`config.mk`:
```
export PLATFORM = sky130hd
export DESIGN_NAME = thermal_guard
export DESIGN_NICKNAME = d
export VERILOG_FILES = /design/src/rtl/thermal_pkg.sv /design/src/rtl/thermal_cfg.sv /design/src/rtl/thermal_hist.sv /design/src/rtl/thermal_eval.sv /design/src/rtl/thermal_guard.sv
export SDC_FILE = /design/constraint.sdc
export NUM_CORES = 1
export LEC_CHECK = 0
export BUFFER_PORTS_ARGS = -buffer_cell sky130_fd_sc_hd__buf_2
export CAP_MARGIN = 20
export CORE_MARGIN = 3
export CORE_UTILIZATION = 40
export DETAILED_ROUTE_END_ITERATION = 6
export PLACE_DENSITY = 0.6
export SYNTH_ARGS = -nofsm -noshare
export SYNTH_HDL_FRONTEND = slang
export SYNTH_SLANG_ARGS = --single-unit
```
`constraint.sdc`:
```
create_clock -name clk -period 9.65 [get_ports clk]
set_input_delay 0.965 -clock clk [delete_from_list [all_inputs] [get_ports clk]]
set_output_delay 0.965 -clock clk [all_outputs]
set_load 0.05 [all_outputs]
```
`src/rtl/thermal_pkg.sv`:
```
package thermal_pkg;
  typedef enum logic [1:0] {
    REG_CEIL  = 2'd0,
    REG_FLOOR = 2'd1,
    REG_SLEW  = 2'd2,
    REG_WIN   = 2'd3
  } cfg_reg_e;

  localparam int NCAUSE     = 4;
  localparam int CAUSE_HIGH = 0;
  localparam int CAUSE_LOW  = 1;
  localparam int CAUSE_RISE = 2;
  localparam int CAUSE_FALL = 3;
endpackage

```
`src/rtl/thermal_cfg.sv`:
```
module thermal_cfg
  import thermal_pkg::*;
#(
  parameter int SMP_W   = 12,
  parameter int MAX_WIN = 8,
  localparam int WIN_W  = $clog2(MAX_WIN + 1)
) (
  input  logic                    clk,
  input  logic                    rst_n,
  input  logic                    cfg_we,
  input  logic [1:0]              cfg_addr,
  input  logic [SMP_W-1:0]        cfg_wdata,
  output logic signed [SMP_W-1:0] ceil_lim,
  output logic signed [SMP_W-1:0] floor_lim,
  output logic [SMP_W-1:0]        slew_lim,
  output logic [WIN_W-1:0]        win_len
);
  localparam logic [SMP_W-1:0] CEIL_RST  = {1'b0, {(SMP_W-1){1'b1}}};
  localparam logic [SMP_W-1:0] FLOOR_RST = {1'b1, {(SMP_W-1){1'b0}}};
  localparam logic [SMP_W-1:0] SLEW_RST  = {SMP_W{1'b1}};

  logic [SMP_W-1:0] ceil_q, ceil_d, floor_q, floor_d, slew_q, slew_d;
  logic [WIN_W-1:0] win_q, win_d, win_wr;

  always_comb begin
    if (cfg_wdata == '0)
      win_wr = WIN_W'(1);
    else if (cfg_wdata > SMP_W'(MAX_WIN))
      win_wr = WIN_W'(MAX_WIN);
    else
      win_wr = cfg_wdata[WIN_W-1:0];
  end

  always_comb begin
    ceil_d  = ceil_q;
    floor_d = floor_q;
    slew_d  = slew_q;
    win_d   = win_q;
    if (cfg_we) begin
      case (cfg_reg_e'(cfg_addr))
        REG_CEIL:  ceil_d  = cfg_wdata;
        REG_FLOOR: floor_d = cfg_wdata;
        REG_SLEW:  slew_d  = cfg_wdata;
        REG_WIN:   win_d   = win_wr;
        default:   ;
      endcase
    end
  end

  always_ff @(posedge clk or negedge rst_n) begin
    if (!rst_n) begin
      ceil_q  <= CEIL_RST;
      floor_q <= FLOOR_RST;
      slew_q  <= SLEW_RST;
      win_q   <= WIN_W'(1);
    end else begin
      ceil_q  <= ceil_d;
      floor_q <= floor_d;
      slew_q  <= slew_d;
      win_q   <= win_d;
    end
  end

  assign ceil_lim  = $signed(ceil_q);
  assign floor_lim = $signed(floor_q);
  assign slew_lim  = slew_q;
  assign win_len   = win_q;


  win_range_chk: assert property (@(posedge clk) disable iff (!rst_n)
    (win_q >= WIN_W'(1)) && (win_q <= WIN_W'(MAX_WIN)));
endmodule

```
`src/rtl/thermal_hist.sv`:
```
module thermal_hist #(
  parameter int SMP_W   = 12,
  parameter int MAX_WIN = 8,
  localparam int WIN_W  = $clog2(MAX_WIN + 1),
  localparam int IDX_W  = $clog2(MAX_WIN)
) (
  input  logic                    clk,
  input  logic                    rst_n,
  input  logic                    smp_valid,
  input  logic signed [SMP_W-1:0] smp_data,
  input  logic [WIN_W-1:0]        win_len,
  output logic signed [SMP_W-1:0] ref_smp,
  output logic                    ref_ok
);
  logic signed [SMP_W-1:0] hist_q [MAX_WIN];
  logic signed [SMP_W-1:0] hist_d [MAX_WIN];
  logic [WIN_W-1:0]        fill_q, fill_d;
  logic [IDX_W-1:0]        sel;

  for (genvar g = 0; g < MAX_WIN; g++) begin : g_stage
    if (g == 0) begin : g_head
      assign hist_d[g] = smp_valid ? smp_data : hist_q[g];
    end else begin : g_body
      assign hist_d[g] = smp_valid ? hist_q[g-1] : hist_q[g];
    end
    always_ff @(posedge clk or negedge rst_n) begin
      if (!rst_n) hist_q[g] <= '0;
      else        hist_q[g] <= hist_d[g];
    end
  end

  always_comb begin
    fill_d = fill_q;
    if (smp_valid && (fill_q < WIN_W'(MAX_WIN)))
      fill_d = fill_q + 1'b1;
  end

  always_ff @(posedge clk or negedge rst_n) begin
    if (!rst_n) fill_q <= '0;
    else        fill_q <= fill_d;
  end

  assign sel     = IDX_W'(win_len - 1'b1);
  assign ref_smp = hist_q[sel];
  assign ref_ok  = (fill_q >= win_len);


  fill_bound_chk: assert property (@(posedge clk) disable iff (!rst_n)
    fill_q <= WIN_W'(MAX_WIN));

  fill_step_chk: assert property (@(posedge clk) disable iff (!rst_n)
    !smp_valid |=> $stable(fill_q));
endmodule

```
`src/rtl/thermal_eval.sv`:
```
module thermal_eval
  import thermal_pkg::*;
#(
  parameter int SMP_W = 12
) (
  input  logic                    clk,
  input  logic                    rst_n,
  input  logic                    smp_valid,
  input  logic signed [SMP_W-1:0] smp_data,
  input  logic signed [SMP_W-1:0] ceil_lim,
  input  logic signed [SMP_W-1:0] floor_lim,
  input  logic [SMP_W-1:0]        slew_lim,
  input  logic signed [SMP_W-1:0] ref_smp,
  input  logic                    ref_ok,
  input  logic                    flag_clr,
  output logic [NCAUSE-1:0]       flags,
  output logic                    tamper
);
  localparam int DW = SMP_W + 2;

  logic signed [DW-1:0] cur_x, ref_x, up_x, dn_x, lim_x;
  logic [NCAUSE-1:0]    cause, live_q, live_d, flag_q, flag_d;

  assign cur_x = DW'(smp_data);
  assign ref_x = DW'(ref_smp);
  assign up_x  = cur_x - ref_x;
  assign dn_x  = ref_x - cur_x;
  assign lim_x = $signed({2'b00, slew_lim});

  always_comb begin
    cause             = '0;
    cause[CAUSE_HIGH] = smp_data > ceil_lim;
    cause[CAUSE_LOW]  = smp_data < floor_lim;
    cause[CAUSE_RISE] = ref_ok && (up_x > lim_x);
    cause[CAUSE_FALL] = ref_ok && (dn_x > lim_x);
  end

  always_comb begin
    for (int i = 0; i < NCAUSE; i++) begin
      flag_d[i] = flag_q[i];
      live_d[i] = live_q[i];
      if (smp_valid) live_d[i] = cause[i];
      if (smp_valid && cause[i])
        flag_d[i] = 1'b1;
      else if (flag_clr && !live_q[i])
        flag_d[i] = 1'b0;
    end
  end

  always_ff @(posedge clk or negedge rst_n) begin
    if (!rst_n) begin
      flag_q <= '0;
      live_q <= '0;
    end else begin
      flag_q <= flag_d;
      live_q <= live_d;
    end
  end

  assign flags  = flag_q;
  assign tamper = |flag_q;

  for (genvar c = 0; c < NCAUSE; c++) begin : g_chk

    sticky_hold_chk: assert property (@(posedge clk) disable iff (!rst_n)
      $fell(flag_q[c]) |-> ($past(flag_clr) && !$past(live_q[c])));
  end


  high_set_chk: assert property (@(posedge clk) disable iff (!rst_n)
    (smp_valid && (smp_data > ceil_lim)) |=> flag_q[CAUSE_HIGH]);

  low_set_chk: assert property (@(posedge clk) disable iff (!rst_n)
    (smp_valid && (smp_data < floor_lim)) |=> flag_q[CAUSE_LOW]);

  slew_excl_chk: assert property (@(posedge clk) disable iff (!rst_n)
    !($rose(flag_q[CAUSE_RISE]) && $rose(flag_q[CAUSE_FALL])));

  rate_gate_chk: assert property (@(posedge clk) disable iff (!rst_n)
    (!ref_ok) |=> !$rose(flag_q[CAUSE_RISE]) && !$rose(flag_q[CAUSE_FALL]));
endmodule

```
`src/rtl/thermal_guard.sv`:
```
module thermal_guard
  import thermal_pkg::*;
#(
  parameter int SMP_W   = 12,
  parameter int MAX_WIN = 8
) (
  input  logic             clk,
  input  logic             rst_n,
  input  logic             smp_valid,
  input  logic [SMP_W-1:0] smp_data,
  input  logic             cfg_we,
  input  logic [1:0]       cfg_addr,
  input  logic [SMP_W-1:0] cfg_wdata,
  input  logic             flag_clr,
  output logic             flag_high,
  output logic             flag_low,
  output logic             flag_rise,
  output logic             flag_fall,
  output logic             tamper
);
  localparam int WIN_W = $clog2(MAX_WIN + 1);

  logic signed [SMP_W-1:0] ceil_lim, floor_lim, ref_smp, smp_s;
  logic [SMP_W-1:0]        slew_lim;
  logic [WIN_W-1:0]        win_len;
  logic                    ref_ok;
  logic [NCAUSE-1:0]       flags;

  assign smp_s = $signed(smp_data);

  thermal_cfg #(.SMP_W(SMP_W), .MAX_WIN(MAX_WIN)) u_cfg (
    .clk(clk), .rst_n(rst_n), .cfg_we(cfg_we), .cfg_addr(cfg_addr),
    .cfg_wdata(cfg_wdata), .ceil_lim(ceil_lim), .floor_lim(floor_lim),
    .slew_lim(slew_lim), .win_len(win_len)
  );

  thermal_hist #(.SMP_W(SMP_W), .MAX_WIN(MAX_WIN)) u_hist (
    .clk(clk), .rst_n(rst_n), .smp_valid(smp_valid), .smp_data(smp_s),
    .win_len(win_len), .ref_smp(ref_smp), .ref_ok(ref_ok)
  );

  thermal_eval #(.SMP_W(SMP_W)) u_eval (
    .clk(clk), .rst_n(rst_n), .smp_valid(smp_valid), .smp_data(smp_s),
    .ceil_lim(ceil_lim), .floor_lim(floor_lim), .slew_lim(slew_lim),
    .ref_smp(ref_smp), .ref_ok(ref_ok), .flag_clr(flag_clr),
    .flags(flags), .tamper(tamper)
  );

  assign flag_high = flags[CAUSE_HIGH];
  assign flag_low  = flags[CAUSE_LOW];
  assign flag_rise = flags[CAUSE_RISE];
  assign flag_fall = flags[CAUSE_FALL];
endmodule

```
==> impl_results.md <==
* Power share of the sequential group at roughly 34%
* Hold Path Stages at 2
* Peak supply drop at about 0.17 mV
* R2R setup slack at about 4.2 ns
* Final critical-path share of the clock period at 56.6%
* GP Congestion at 0.839
* Worst Setup End Kind: flop
* Setup ws final at ~4.2 ns
* Sequential share of the synthesized area at about 42%
* Syn. warnings at 0
* Crit path time final at roughly 5.5 ns
* Netlist cell types at 62
* Die H at 154 um
* Drt initial violations at 280
* Clock buffer depth at 2
* Worst r2r path cells at 17
* Die W at between 150 and 200 um
* Min-Delay Endpoint: u_eval.live_q[0]$_DFFE_PN0P_
* Pwr dens at roughly 260 nW/um^2
* Final setup fails at 0
* Syn Inst Count at 745
* Synth Flop Type: dfrtp_1
* Worst-path fanout max at 27
* Post-CTS Setup Inserts at 0
* ANT cells at 0
* TritonRoute pass-1 iters at 5
* Clock share of power at 26.9%
* Synthesis-stage register bit count at ~150
* P_int at 1.71 mW
* Status: finished, final reports clean
* Vias post-DR at around 5,600
* Most frequent CP cell: ha_1
* HPWL Detailed at 13,000 um
* PostCTS Resize Cnt at 0
* Pre-CTS WS at approximately 3.8 ns
* Rows at 53
* Worst clock skew at approximately 0.0074 ns
* Arr. time, crit path at ~5.7 ns
* Final Cell Area at 9850 um^2
* Clock sink count at between 100 and 150
* Synthesized area at 8820 um^2
* Hold crit path type: reg2reg
* Switch Pwr at about 0.9 mW
* Max-cap violations at 0
* Asr flop ratio synth at 100%
* Htree depth at 4
* Worst setup path category: reg2reg
* First-pass GRT wire length at 29,800 um
* Clock buffer count from CTS at 17
* Syn nets at approximately 850
* CP required at between 9 and 10 ns
* Routed Antenna Nets at 0
* Routed len/inst at 17.0 um
* Worst-Margin Slew at 1.03 ns
* FF/Latch Area at ~3700 um^2
* Reg-to-reg endpoint: u_eval.live_q[3]$_DFFE_PN0P_
* Root buf cell: clkbuf_16
* Clk_lat worst skew at between 0.4 and 0.5 ns
* Hold buffer count at cts at 0
* Antenna violations before repair at 0
* DIE AREA at around 24,000 um^2
* Hold Violations, Final at 0
* Average size of a mapped cell at around 12 um^2
* Grt total ovfl at 0
* Fill count at ~2,000
* Switching Fraction at roughly 34%
* Layout cells sized above 1 at a little under a third
* Final nets at approximately 900
* Vias in the first global route at between 5,000 and 6,000
* Port buffer count at 35
* CP cell instances: inv_1 > ha_1 > xor2_2 > mux2i_1 > inv_1 > ha_1 > nor2b_1 > o31a_1 > a2bb2oi_2 > and2b_1 > xnor2_1 > ha_1 > a211oi_1 > o21bai_1 > a21o_1 > a221oi_1 > o22ai_1
* Hold path start: u_eval.live_q[0]$_DFFE_PN0P_
* Multi-input logic area at 4640 um^2
* Largest stage delay, worst path at around 1.1 ns
* Max-slew violations at 0
* Placed Area at about 9200 um^2
* DRC at 0
* Rel. slew slack at a little under a third
* Critical Path Source Type: flop
* Area growth syn-to-layout at 11.7%
* EDFF count, synth at 0
* Clock transition at path regs at 0.06 ns
* Vias per inst at 5.28
* Total track usage at between 15 and 20%
* P_leak at between 4 and 5 nW
* Maximum clock frequency at about 180 MHz
* Initial core utilization at between 40% and 50%
* Largest net degree at the start of global routing at 78
* Worst path slowest cell: dfstp_2
* Gate power share at about 39%
* Origin of the critical flop-to-flop path: u_cfg.win_len[0]$_DFFE_PN1P_
* Final setup TNS at 0 ns
* Core ar. at about 21,000 um^2
* Total Routed Length at approximately 18,000 um
* RSZ-0062 raised after global routing: false
* CTS tree: done
* IO Count at 36
metrics by stage:
stage / cells / utilization [%] / hold WS [ns] / power, mW
after floorplan: 745 / - / 0.451 / 1.67
after global placement: 1026 / 43.1 / 0.466 / 1.90
after detailed placement: 1026 / 43.1 / 0.470 / 1.92
after CTS: 1058 / 46.0 / 0.484 / 2.63
after global routing: 1059 / 46.2 / 0.513 / 2.81
final: 1059 / 46.2 / 0.488 / 2.61
worst max-delay path by stage:
stage / startpoint / end / slack, ns / cells after the start
after CTS: u_cfg.win_len[0]$_DFFE_PN1P_ / u_eval.live_q[3]$_DFFE_PN0P_ / 3.78 / 17
after global placement: u_cfg.win_len[0]$_DFFE_PN1P_ / u_eval.live_q[3]$_DFFE_PN0P_ / 3.95 / 17
after global routing: u_cfg.win_len[0]$_DFFE_PN1P_ / u_eval.flags[3]$_DFFE_PN0P_ / 3.64 / 17
final: u_cfg.win_len[0]$_DFFE_PN1P_ / u_eval.live_q[3]$_DFFE_PN0P_ / 4.19 / 17
after detailed placement: u_cfg.win_len[0]$_DFFE_PN1P_ / u_eval.live_q[3]$_DFFE_PN0P_ / 3.76 / 17
after floorplan: u_cfg.win_len[0]$_DFFE_PN1P_ / u_eval.flags[3]$_DFFE_PN0P_ / 5.05 / 21
layer usage:
metal | share of wire, % | wire, um | vias up | track usage (%)
met2 | 48 | 8640 | 68 | 25.2
li1 | - | - | 2745 | -
met3 | 2.7 | 488 | 10 | 2.80
met4 | 1.1 | 189 | 0 | 4.50
met1 | 48 | 8680 | 2767 | 22.3
met5 | 0 | 0 | - | 0
kinds of logic after synthesis:
kind of cell    synth area share, %
compound gates                 8.90
mux                            23.4
flops                          42.3
fa+ha+maj                      11.2
simple gates                   7.19
xor+xnor                       1.69
buf+inv                        5.21
state kept, by name (all words and copies together) (netlist names):
register / flops
u_eval.flags: 4
u_hist.hist_q: 96
u_cfg.win_len: 4
u_eval.live_q: 4
u_hist.fill_q: 4
u_cfg.ceil_lim: 12
u_cfg.floor_lim: 12
u_cfg.slew_lim: 12
synthesized netlist by cell type (5+ instances only):
cell | count | share of area [%]
nor3_1 | 7 | 0.40
nand4_1 | 9 | 0.64
mux2i_1 | 13 | 1.5
o21a_1 | 8 | 0.68
mux4_1 | 6 | 1.8
dfrtp_1 | 123 | 35
o21ai_0 | 29 | 1.6
a211oi_1 | 5 | 0.43
xor2_1 | 6 | 0.60
mux2_2 | 122 | 16
nand2_1 | 33 | 1.4
nand2b_1 | 8 | 0.57
ha_1 | 76 | 11
nor2_1 | 18 | 0.77
buf_2 | 21 | 1.2
o211ai_1 | 5 | 0.43
nor3b_1 | 5 | 0.43
nor2b_1 | 5 | 0.35
nand3b_1 | 5 | 0.43
nand3_1 | 10 | 0.57
inv_1 | 74 | 3.1
mux4_2 | 18 | 4.6
clkbuf_1 | 7 | 0.30
a21o_1 | 11 | 0.94
a21oi_1 | 29 | 1.6
dfstp_2 | 25 | 7.4
xnor2_1 | 11 | 1.1
power groups by stage:
| stage | Combinational (mW) | Clock (mW) | Sequential (mW) |
|---|---|---|---|
| after floorplan | 0.791 | 0 | 0.882 |
| after global placement | 1.01 | 0 | 0.894 |
| after detailed placement | 1.02 | 0 | 0.898 |
| after CTS | 1.03 | 0.721 | 0.888 |
| after global routing | 1.15 | 0.745 | 0.910 |
| final | 1.02 | 0.701 | 0.887 |
cells in the final DEF (no fill, tap or decap), drive strengths merged, types with 4 or more instances in the layout:
cell type / synthesis / routed
dfstp: 25 / 25
mux2: 122 / 122
nand2: 33 / 33
nor2: 18 / 18
o21a: 8 / 8
clkbuf: 7 / 20
xor2: 6 / 6
nand3b: 5 / 5
mux4: 24 / 24
a21o: 11 / 11
clkinv: 0 / 4
xnor2: 11 / 11
bufinv: 0 / 4
nor3: 7 / 7
nand4: 9 / 9
nor3b: 5 / 5
a21oi: 31 / 31
o211ai: 5 / 5
o21ai: 31 / 31
nand2b: 8 / 8
nand3: 11 / 11
buf: 25 / 39
a211o: 4 / 4
a211oi: 5 / 5
dfrtp: 123 / 123
mux2i: 13 / 13
ha: 76 / 76
a2111oi: 4 / 4
inv: 74 / 75
nor2b: 5 / 5
final cells by class:
cell class                 count  area share (%)
clock buffer                  20            4.53
timing repair buffer          39            2.37
tap                          275            3.49
multi-input combinational    491            47.1
sequential                   148            37.9
inverter                      74            2.82
clock inverter                12            1.82
critical path, delay by kind of cell (launching register included):
family	cells	cell delay (ns)
compound gates	7	1.48
flops	1	1.09
xor+xnor	2	0.91
fa+ha+maj	3	0.82
mux	1	0.42
simple gates	2	0.30
buf+inv	2	0.25
Note: power is estimated with default switching activity, not from simulation.
